`src/rtl/sadd_pkg.sv`:
```
package sadd_pkg;
   localparam int N_IN_MIN = 2;
   localparam int N_IN_MAX = 8;
   localparam int GAP_MIN  = 2;

   // length of the z delay line needed for two independent delayed copies
   function automatic int hist_len(input int gap);
      return 2 * gap;
   endfunction
endpackage

```
`src/rtl/sadd_exp_map.sv`:
```
// Maps one stream of density x to a stream of density 1 - x + x^2/2.
module sadd_exp_map (
   input  logic clk,
   input  logic rst_n,
   input  logic x_in,
   input  logic rnd_half,
   output logic e_out
);
   logic x_prev;   // delayed copy, independent of x_in for an iid stream
   logic sq_half;  // density x^2/2 when ANDed with x_in

   always_ff @(posedge clk or negedge rst_n) begin
      if (!rst_n) x_prev <= 1'b0;
      else        x_prev <= x_in;
   end

   assign sq_half = x_prev & rnd_half;
   // P(x AND NOT sq_half) = x - x^2/2 ; complement gives 1 - x + x^2/2
   assign e_out   = ~(x_in & ~sq_half);

   // an input held high with the random bit high keeps the mapped bit high
   p_hold_r2: assert property (@(posedge clk) disable iff (!rst_n)
      (x_in && $past(x_in) && rnd_half) |-> e_out);
   // a low input never clears the mapped bit
   p_low_in_r2: assert property (@(posedge clk) disable iff (!rst_n)
      (!x_in) |-> e_out);
endmodule

```
`src/rtl/sadd_log_map.sv`:
```
// Maps a stream of density z = 1 - y to approximately -log(y) = z + z^2/2.
module sadd_log_map #(
   parameter int GAP = 2
) (
   input  logic clk,
   input  logic rst_n,
   input  logic z_in,
   input  logic rnd_sel,
   output logic sum_o
);
   localparam int HL = sadd_pkg::hist_len(GAP);

   logic [HL-1:0] z_hist;   // z_hist[k] holds z from k+1 cycles ago
   logic          z_near;
   logic          z_far;
   logic          sq_term;

   always_ff @(posedge clk or negedge rst_n) begin
      if (!rst_n) z_hist <= '0;
      else        z_hist <= {z_hist[HL-2:0], z_in};
   end

   assign z_near  = z_hist[GAP-1];
   assign z_far   = z_hist[HL-1];
   assign sq_term = z_near & z_far & rnd_sel;

   always_ff @(posedge clk or negedge rst_n) begin
      if (!rst_n) sum_o <= 1'b0;
      else        sum_o <= z_in | sq_term;
   end

   // a set complement bit always reaches the output one cycle later
   p_pass_r4: assert property (@(posedge clk) disable iff (!rst_n)
      z_in |=> sum_o);
   // without the random select, only the current complement bit counts
   p_sel_low_r4: assert property (@(posedge clk) disable iff (!rst_n)
      (!z_in && !rnd_sel) |=> !sum_o);
endmodule

```
`src/rtl/sadd_exp_top.sv`:
```
module sadd_exp_top #(
   parameter int N_IN = 4,
   parameter int GAP  = 2
) (
   input  logic            clk,
   input  logic            rst_n,
   input  logic [N_IN-1:0] in_bits,
   input  logic [N_IN-1:0] rnd_half,
   input  logic            rnd_log,
   output logic            sum_bit
);
   localparam int QUIET_MAX = sadd_pkg::hist_len(GAP);
   localparam int QW        = $clog2(QUIET_MAX + 1) + 1;

   // elaboration-time parameter checks
   generate
      if (N_IN < sadd_pkg::N_IN_MIN || N_IN > sadd_pkg::N_IN_MAX) begin : g_bad_n
         $error("sadd_exp_top: N_IN out of range");
      end
      if (GAP < sadd_pkg::GAP_MIN) begin : g_bad_gap
         $error("sadd_exp_top: GAP too small");
      end
   endgenerate

   logic [N_IN-1:0] e_vec;
   logic            prod;
   logic            z_bit;

   generate
      for (genvar gi = 0; gi < N_IN; gi++) begin : g_map
         sadd_exp_map i_map (
            .clk      (clk),
            .rst_n    (rst_n),
            .x_in     (in_bits[gi]),
            .rnd_half (rnd_half[gi]),
            .e_out    (e_vec[gi])
         );
      end
   endgenerate

   // product of exp(-x_i) densities gives exp(-sum)
   assign prod  = &e_vec;
   assign z_bit = ~prod;

   sadd_log_map #(.GAP(GAP)) i_log (
      .clk     (clk),
      .rst_n   (rst_n),
      .z_in    (z_bit),
      .rnd_sel (rnd_log),
      .sum_o   (sum_bit)
   );

   // cycles of all-zero input seen so far, saturating; used by the R5 check
   logic [QW-1:0] quiet_cnt;
   always_ff @(posedge clk or negedge rst_n) begin
      if (!rst_n)                      quiet_cnt <= QW'(QUIET_MAX);
      else if (in_bits != '0)          quiet_cnt <= '0;
      else if (quiet_cnt < QW'(QUIET_MAX)) quiet_cnt <= quiet_cnt + 1'b1;
   end

   // output held low during reset
   p_reset_r1: assert property (@(posedge clk) (!rst_n) |-> !sum_bit);
   // a long enough quiet stretch forces a zero output
   p_quiet_r5: assert property (@(posedge clk) disable iff (!rst_n)
      (quiet_cnt == QW'(QUIET_MAX) && in_bits == '0) |=> !sum_bit);
   // an unmasked high input saturates the next output bit
   p_sat_r8: assert property (@(posedge clk) disable iff (!rst_n)
      (|(in_bits & ~rnd_half)) |=> sum_bit);
   // any high input with all random bits low makes the complement bit high
   p_kill_r3: assert property (@(posedge clk) disable iff (!rst_n)
      (in_bits != '0 && rnd_half == '0) |-> z_bit);
endmodule

```
`config.mk`:
```
export PLATFORM = sky130hd
export DESIGN_NAME = sadd_exp_top
export DESIGN_NICKNAME = d
export VERILOG_FILES = /design/src/rtl/sadd_pkg.sv /design/src/rtl/sadd_exp_map.sv /design/src/rtl/sadd_log_map.sv /design/src/rtl/sadd_exp_top.sv
export SDC_FILE = /design/constraint.sdc
export NUM_CORES = 1
export LEC_CHECK = 0
export ABC_AREA = 1
export BUFFER_PORTS_ARGS = -buffer_cell sky130_fd_sc_hd__buf_2
export CAP_MARGIN = 20
export CELL_PAD_IN_SITES_DETAIL_PLACEMENT = 1
export CELL_PAD_IN_SITES_GLOBAL_PLACEMENT = 2
export CORE_AREA = 2 2 39 41
export CTS_BUF_LIST = sky130_fd_sc_hd__clkbuf_16
export CTS_CLUSTER_SIZE = 20
export DETAILED_ROUTE_END_ITERATION = 10
export DIE_AREA = 0 0 41 43
export PLACE_DENSITY = 0.71
export RECOVER_POWER = 100
export SLEW_MARGIN = 20
export SYNTH_ARGS = -nofsm -noshare
export SYNTH_HDL_FRONTEND = slang
export SYNTH_SLANG_ARGS = --single-unit
```
`constraint.sdc`:
```
create_clock -name clk -period 0.9 [get_ports clk]
set_input_delay 0 -clock clk [delete_from_list [all_inputs] [get_ports clk]]
set_output_delay 0 -clock clk [all_outputs]
set_load 0.05 [all_outputs]
```
==> results of run 1 <==
-- synthesized netlist by cell type, drive strengths merged --
cell   number  share of area
dfrtp       9           0.80
inv         1          0.013
nand2      11           0.15
nand3       1          0.018
nor2        1          0.022
-- how the worst min path moves through the flow --
stage | slack, ns | end
2_1_floorplan | -0.30 | g_map[0].i_map.x_prev
4_1_cts | 0.02 | i_log.sum_o
3_5_place_dp | -0.14 | i_log.z_hist[3]
5_1_grt | 0.05 | i_log.sum_o
6_report | 0.006 | i_log.sum_o
3_3_place_gp | -0.15 | i_log.sum_o
-- stage by stage --
stage          std cells   util  total power, mW
2_1_floorplan         23      -            0.466
3_3_place_gp          50  0.258            0.501
3_5_place_dp          50  0.258            0.506
4_1_cts               59  0.351             1.30
5_1_grt               59  0.353             1.34
6_report              59  0.353             1.27
-- critical path: stages --
cell	delay [ns]
dlygate4sd3_1	0.53
buf_2	0.13
nand2_1	0.07
nand2_2	0.06
nor2_4	0.11
nand2_1	0.05
-- power by group --
group          internal [mW]  leakage (nW)  switching [mW]
registers              0.429        0.0947         0.00720
clock network          0.578        0.0423           0.173
logic                 0.0393        0.0881          0.0430
-- registers in the layout, summed over array words and instances, names as in the netlist --
register / cells
g_map.i_map.x_prev: 4
i_log.z_hist: 4
i_log.sum_o: 1
-- cell type report --
| type | count | share of cell area |
|---|---|---|
| Sequential cell | 9 | 0.462 |
| Clock inverter | 1 | 0.00769 |
| Multi-Input combinational cell | 13 | 0.123 |
| Clock buffer | 3 | 0.154 |
| Tap cell | 16 | 0.0410 |
| Timing Repair Buffer | 16 | 0.205 |
| Inverter | 1 | 0.00769 |
-- logic make-up (layout without fill, tap and decap cells) --
kind of cell / count (synthesis) / after routing / share of synthesized area
buffers and inverters: 1 / 21 / 0.0133
flip-flops: 9 / 9 / 0.800
AND/OR/NAND/NOR: 13 / 13 / 0.187
-- per-layer routing --
metal	vias to the layer above	wire length [um]
met5	-	0
met4	0	0
met3	0	43
met2	9	292
met1	100	238
li1	110	-
-- repair_timing --
item	CTS	global route
hold endpoints to repair	13	0
setup buffers	0	0
hold buffers	5	0
resized for setup	0	2
endpoints found under the setup margin	0	2
==> results.toml, run 1 <==
[die]
core_region_area_um2 = 1380
boundaryPins = 12
die-area_um2 = 1760
num_rows = 14
die_w_um = 41
initial_core_util = 0.203
die_y_um = 43

[clock_tree]
cts.sinks = 9
htreeDepth = 1
cts_tree = "yes"
clk_pin_slew_ns = 0.04
cts.path.max_buffers = 2
cts_buffers = 3
cts-root-buf = "clkbuf_16"
insertion_delay_ns = 0.23

[run]
cap_violations = 0

[worst_setup_path]
path_max_fanout = 2
reg2reg_depth = 5
crit_start = "in_bits[0]"
rrSetupSlack_ns = 0.12
crit_end = "i_log.sum_o"
rr_endpoint = "i_log.sum_o"
rr_startpoint = "g_map[1].i_map.x_prev"
start_kind = "input port"
worstPathArrival_ns = 0.95
cp.required_ns = 1.02
critical_path_class = "in -> reg"
end_kind = "register"

[timing]
tightestPinTransition_ns = 0.461
clock.fmax_mhz = 1200
slew_viol_final = 0
skew_ns = 0.000336
setup_violations = 0
relSlewSlack = 0.693
min_period_ns = 0.833
fin_crit_sh = 0.925
holdWs_ns = 0.00624
worst_slack_ns = 0.0674
rsz0062_at_grt = "no"
setup_tns_ns = 0
finalHoldViolations = 0

[logic_synthesis]
yosysWarnings = 0
ys_ff_latch = 9
syn-instance-count = 23
ys_types = 5
synth_nets = 34
synth_area_um2 = 282
postSynthAreaPerCell_um2 = 12.2
seq_area_frac_synth = 0.800

[detailed_routing]
via_per_inst = 3.71
routed_wl_um = 574
firstDrtPassIters = 1
via_count = 219
ant_nets = 0
remaining_drc_errors = 0
drt-wirelength-per-cell_um = 9.73
drt_iter0_drc = 0

[finish]
final_nets = 55
nFillCells = 167
final_common_cell = "nand2_1"
final_cell_mix = "nand2_1 (10), dfrtp_1 (9), buf_2 (6), dlygate4sd3_1 (5), clkbuf_1 (4)"
n_antenna_cell = 0
multiInputGateArea_um2 = 60.1
final_area_um2 = 488
register_area_um2 = 225
synthToLayoutAreaGrowth_pct = 73.3
drive_above_1_share = 0.279

[placed_design]
port_buffers = 11
routabilityCongestion = 0.596
dpl_cell_area_um2 = 357
post-place-ws_ns = 0.118

[global_route]
first_global_vias = 257
grtUsageTotal = 0.0966
use_met1 = 0.107
grt_use_met3 = 0.0471
grt_pass1_wl_um = 1070
grtUsageMet2 = 0.141
grt_busiest_layer = "met2"
grt_max_degree = 10
grt_overflow = 0
antenna_found_initial = 0

[outcome]
status = "finished clean"

[hold_path]
min_path_cells = 3
hold_class = "in -> reg"
min-delay-start = "rnd_log"

[power]
ir_worst_vdd_v = 0.000841
power.leakage_nw = 0.225
powerDensity_nw_per_um2 = 2600
Note: power is estimated with default switching activity, not from simulation.
==> run 2, diff against run 1 <==
ABC_AREA = not set   (was 1)
CAP_MARGIN = not set   (was 20)
PLACE_DENSITY = 0.66   (was 0.71)
==> results.toml, run 2 <==
[outcome]
status = "finished with violations"
violations = "negative setup slack"

[global_route]
antenna_found_initial = 0
first_global_vias = 242
grt_max_degree = 10
grt_overflow = 0
grt_pass1_wl_um = 1070
grtUsageTotal = 0.0956

[logic_synthesis]
ys_types = 6
synth.most_common_cell = "dfrtp_1"
yosys-top-cells-count = "dfrtp_1 (9), a21boi_0 (2)"
seq_area_frac_synth = 0.829
synthArstFlopShare = 1.00
syn-instance-count = 15
synth_nets = 26
synth_top_cell_area_share = 0.829
synth_compound_area_frac = 0.157
ys_top_cells_by_area = "dfrtp_1 (83%), a21boi_0 (5.5%), a2111o_1 (4.1%)"
synth_top_family_by_area = "compound AO/OA/AOI/OAI gates"
synth_flop_cell = "dfrtp_1"
synth_fa_ha_area_frac = 0
synth-edff-count = 0
synth_area_um2 = 272
yosysWarnings = 0
yosys.area_share.simple = 0.0138
yosysTopAreaCell = "dfrtp_1"
ys_ff_latch = 9
postSynthAreaPerCell_um2 = 18.1
synth.area.mux_share = 0
synth_xor_area_frac = 0

[power]
ir_worst_vdd_v = 0.00111
powerDensity_nw_per_um2 = 2680
power.leakage_nw = 0.210

[clock_tree]
cts-resized-gates = 0
insertion_delay_ns = 0.23
cts.sinks = 9
cts_buffers = 3
postCtsSetupBuffers = 0
htreeDepth = 1
clk_pin_slew_ns = 0.04
cts-root-buf = "clkbuf_16"
cts_tree = "yes"
cts.path.max_buffers = 2

[finish]
reg.largest.list = "g_map.i_map.x_prev x4, i_log.z_hist x4, i_log.sum_o x1"
register_area_um2 = 225
nFillCells = 158
final_nets = 47
multiInputGateArea_um2 = 46.3
final_cell_mix = "dfrtp_1 (9), buf_2 (8), dlygate4sd3_1 (5), clkbuf_16 (3)"
final_core_util = 0.342
final_common_cell = "dfrtp_1"
synthToLayoutAreaGrowth_pct = 74.2
n_antenna_cell = 0
drive_above_1_share = 0.343
final_area_um2 = 473

[detailed_routing]
remaining_drc_errors = 0
routed.top_layer = "met3"
drt_iter0_drc = 0
wl_met1_um = 219
met2WireLength_um = 372
routed_wl_um = 601
firstDrtPassIters = 1
drt-wirelength-per-cell_um = 11.8
wl_met3_um = 8
via_count = 197
via_per_inst = 3.86
ant_nets = 0

[timing]
tightestPinTransition_ns = 0.486
finalHoldViolations = 0
relSlewSlack = 0.676
worst_slack_ns = -0.163
skew_ns = 0.000575
fin_crit_sh = 1.18
clock.fmax_mhz = 941
holdWs_ns = 0.00641
rsz0062_at_grt = "yes"
min_period_ns = 1.06
setup_violations = 1
slew_viol_final = 0
setup_tns_ns = -0.163

[placed_design]
routabilityCongestion = 0.583
dpl_cell_area_um2 = 347
post-place-ws_ns = -0.172
port_buffers = 11

[worst_setup_path]
rr_endpoint = "i_log.sum_o"
rr_startpoint = "g_map[3].i_map.x_prev"
crit_end = "i_log.sum_o"
critical_path_class = "reg -> reg"
reg2reg_depth = 3
path_max_fanout = 2
crit_start = "g_map[3].i_map.x_prev"
worstPathArrival_ns = 1.18
end_kind = "register"
rrSetupSlack_ns = -0.16
start_kind = "register"
cp.required_ns = 1.02

[die]
die-area_um2 = 1760
initial_core_util = 0.196
die_y_um = 43
core_region_area_um2 = 1380
num_rows = 14
boundaryPins = 12
die_w_um = 41

[hold_path]
hold_class = "in -> reg"
min-delay-start = "rnd_log"

[run]
cap_violations = 0
==> run 2: kinds of logic (layout without fill, tap and decap cells) <==
| kind of cell | after synthesis | in the layout |
|---|---|---|
| DFF | 9 | 9 |
| AOI/OAI and AO/OA | 5 | 5 |
| and+or+nand+nor | 1 | 1 |
| buffers and inverters | 0 | 20 |
==> run 2: critical path, stage by stage, from the launching register on <==
cell,delay [ns]
dfrtp_1,0.32
a21boi_1,0.05
a2111o_1,0.39
a31o_1,0.19
==> run 2: worst min path at each step <==
stage / to / cells past startpoint / slack, ns
final: i_log.sum_o / 2 / 0.006
after CTS: i_log.sum_o / 2 / 0.006
after global placement: i_log.z_hist[3] / 1 / -0.15
after floorplan: g_map[0].i_map.x_prev / 0 / -0.30
after global routing: i_log.sum_o / 2 / 0.02
after detailed placement: i_log.z_hist[3] / 1 / -0.14
==> run 2: cell type report <==
| cell class | count | area share |
|---|---|---|
| Tap cell | 16 | 0.0423 |
| Clock inverter | 1 | 0.00794 |
| Clock buffer | 3 | 0.159 |
| Timing Repair Buffer | 16 | 0.217 |
| Multi-Input combinational cell | 6 | 0.0979 |
| Sequential cell | 9 | 0.476 |
==> run 2: per-stage QoR <==
step | power [mW] | cells
after detailed placement | 0.497 | 42
final | 1.27 | 51
after CTS | 1.29 | 51
after global placement | 0.494 | 42
after floorplan | 0.460 | 15
after global routing | 1.30 | 51
==> run 2: where the power goes <==
part / leakage (nW) / total, mW / switching, mW / internal, mW
clock: 0.0423 / 0.759 / 0.180 / 0.579
sequential: 0.0947 / 0.437 / 0.00759 / 0.429
combinational: 0.0730 / 0.0692 / 0.0315 / 0.0377
total: 0.210 / 1.27 / 0.219 / 1.05
==> run 2: what timing repair did <==
action / in CTS / in global routing
hold endpoints to repair: 13 / 0
endpoints found under the setup margin: 2 / 2
pin swaps: 0 / 1
hold buffers: 5 / 0
==> run 2: routing by layer <==
metal  vias to the layer above  global-route usage
li1                         92                   -
met3                         0              0.0314
met5                         -                   0
met2                         2               0.153
met4                         0              0.0600
met1                       103               0.101
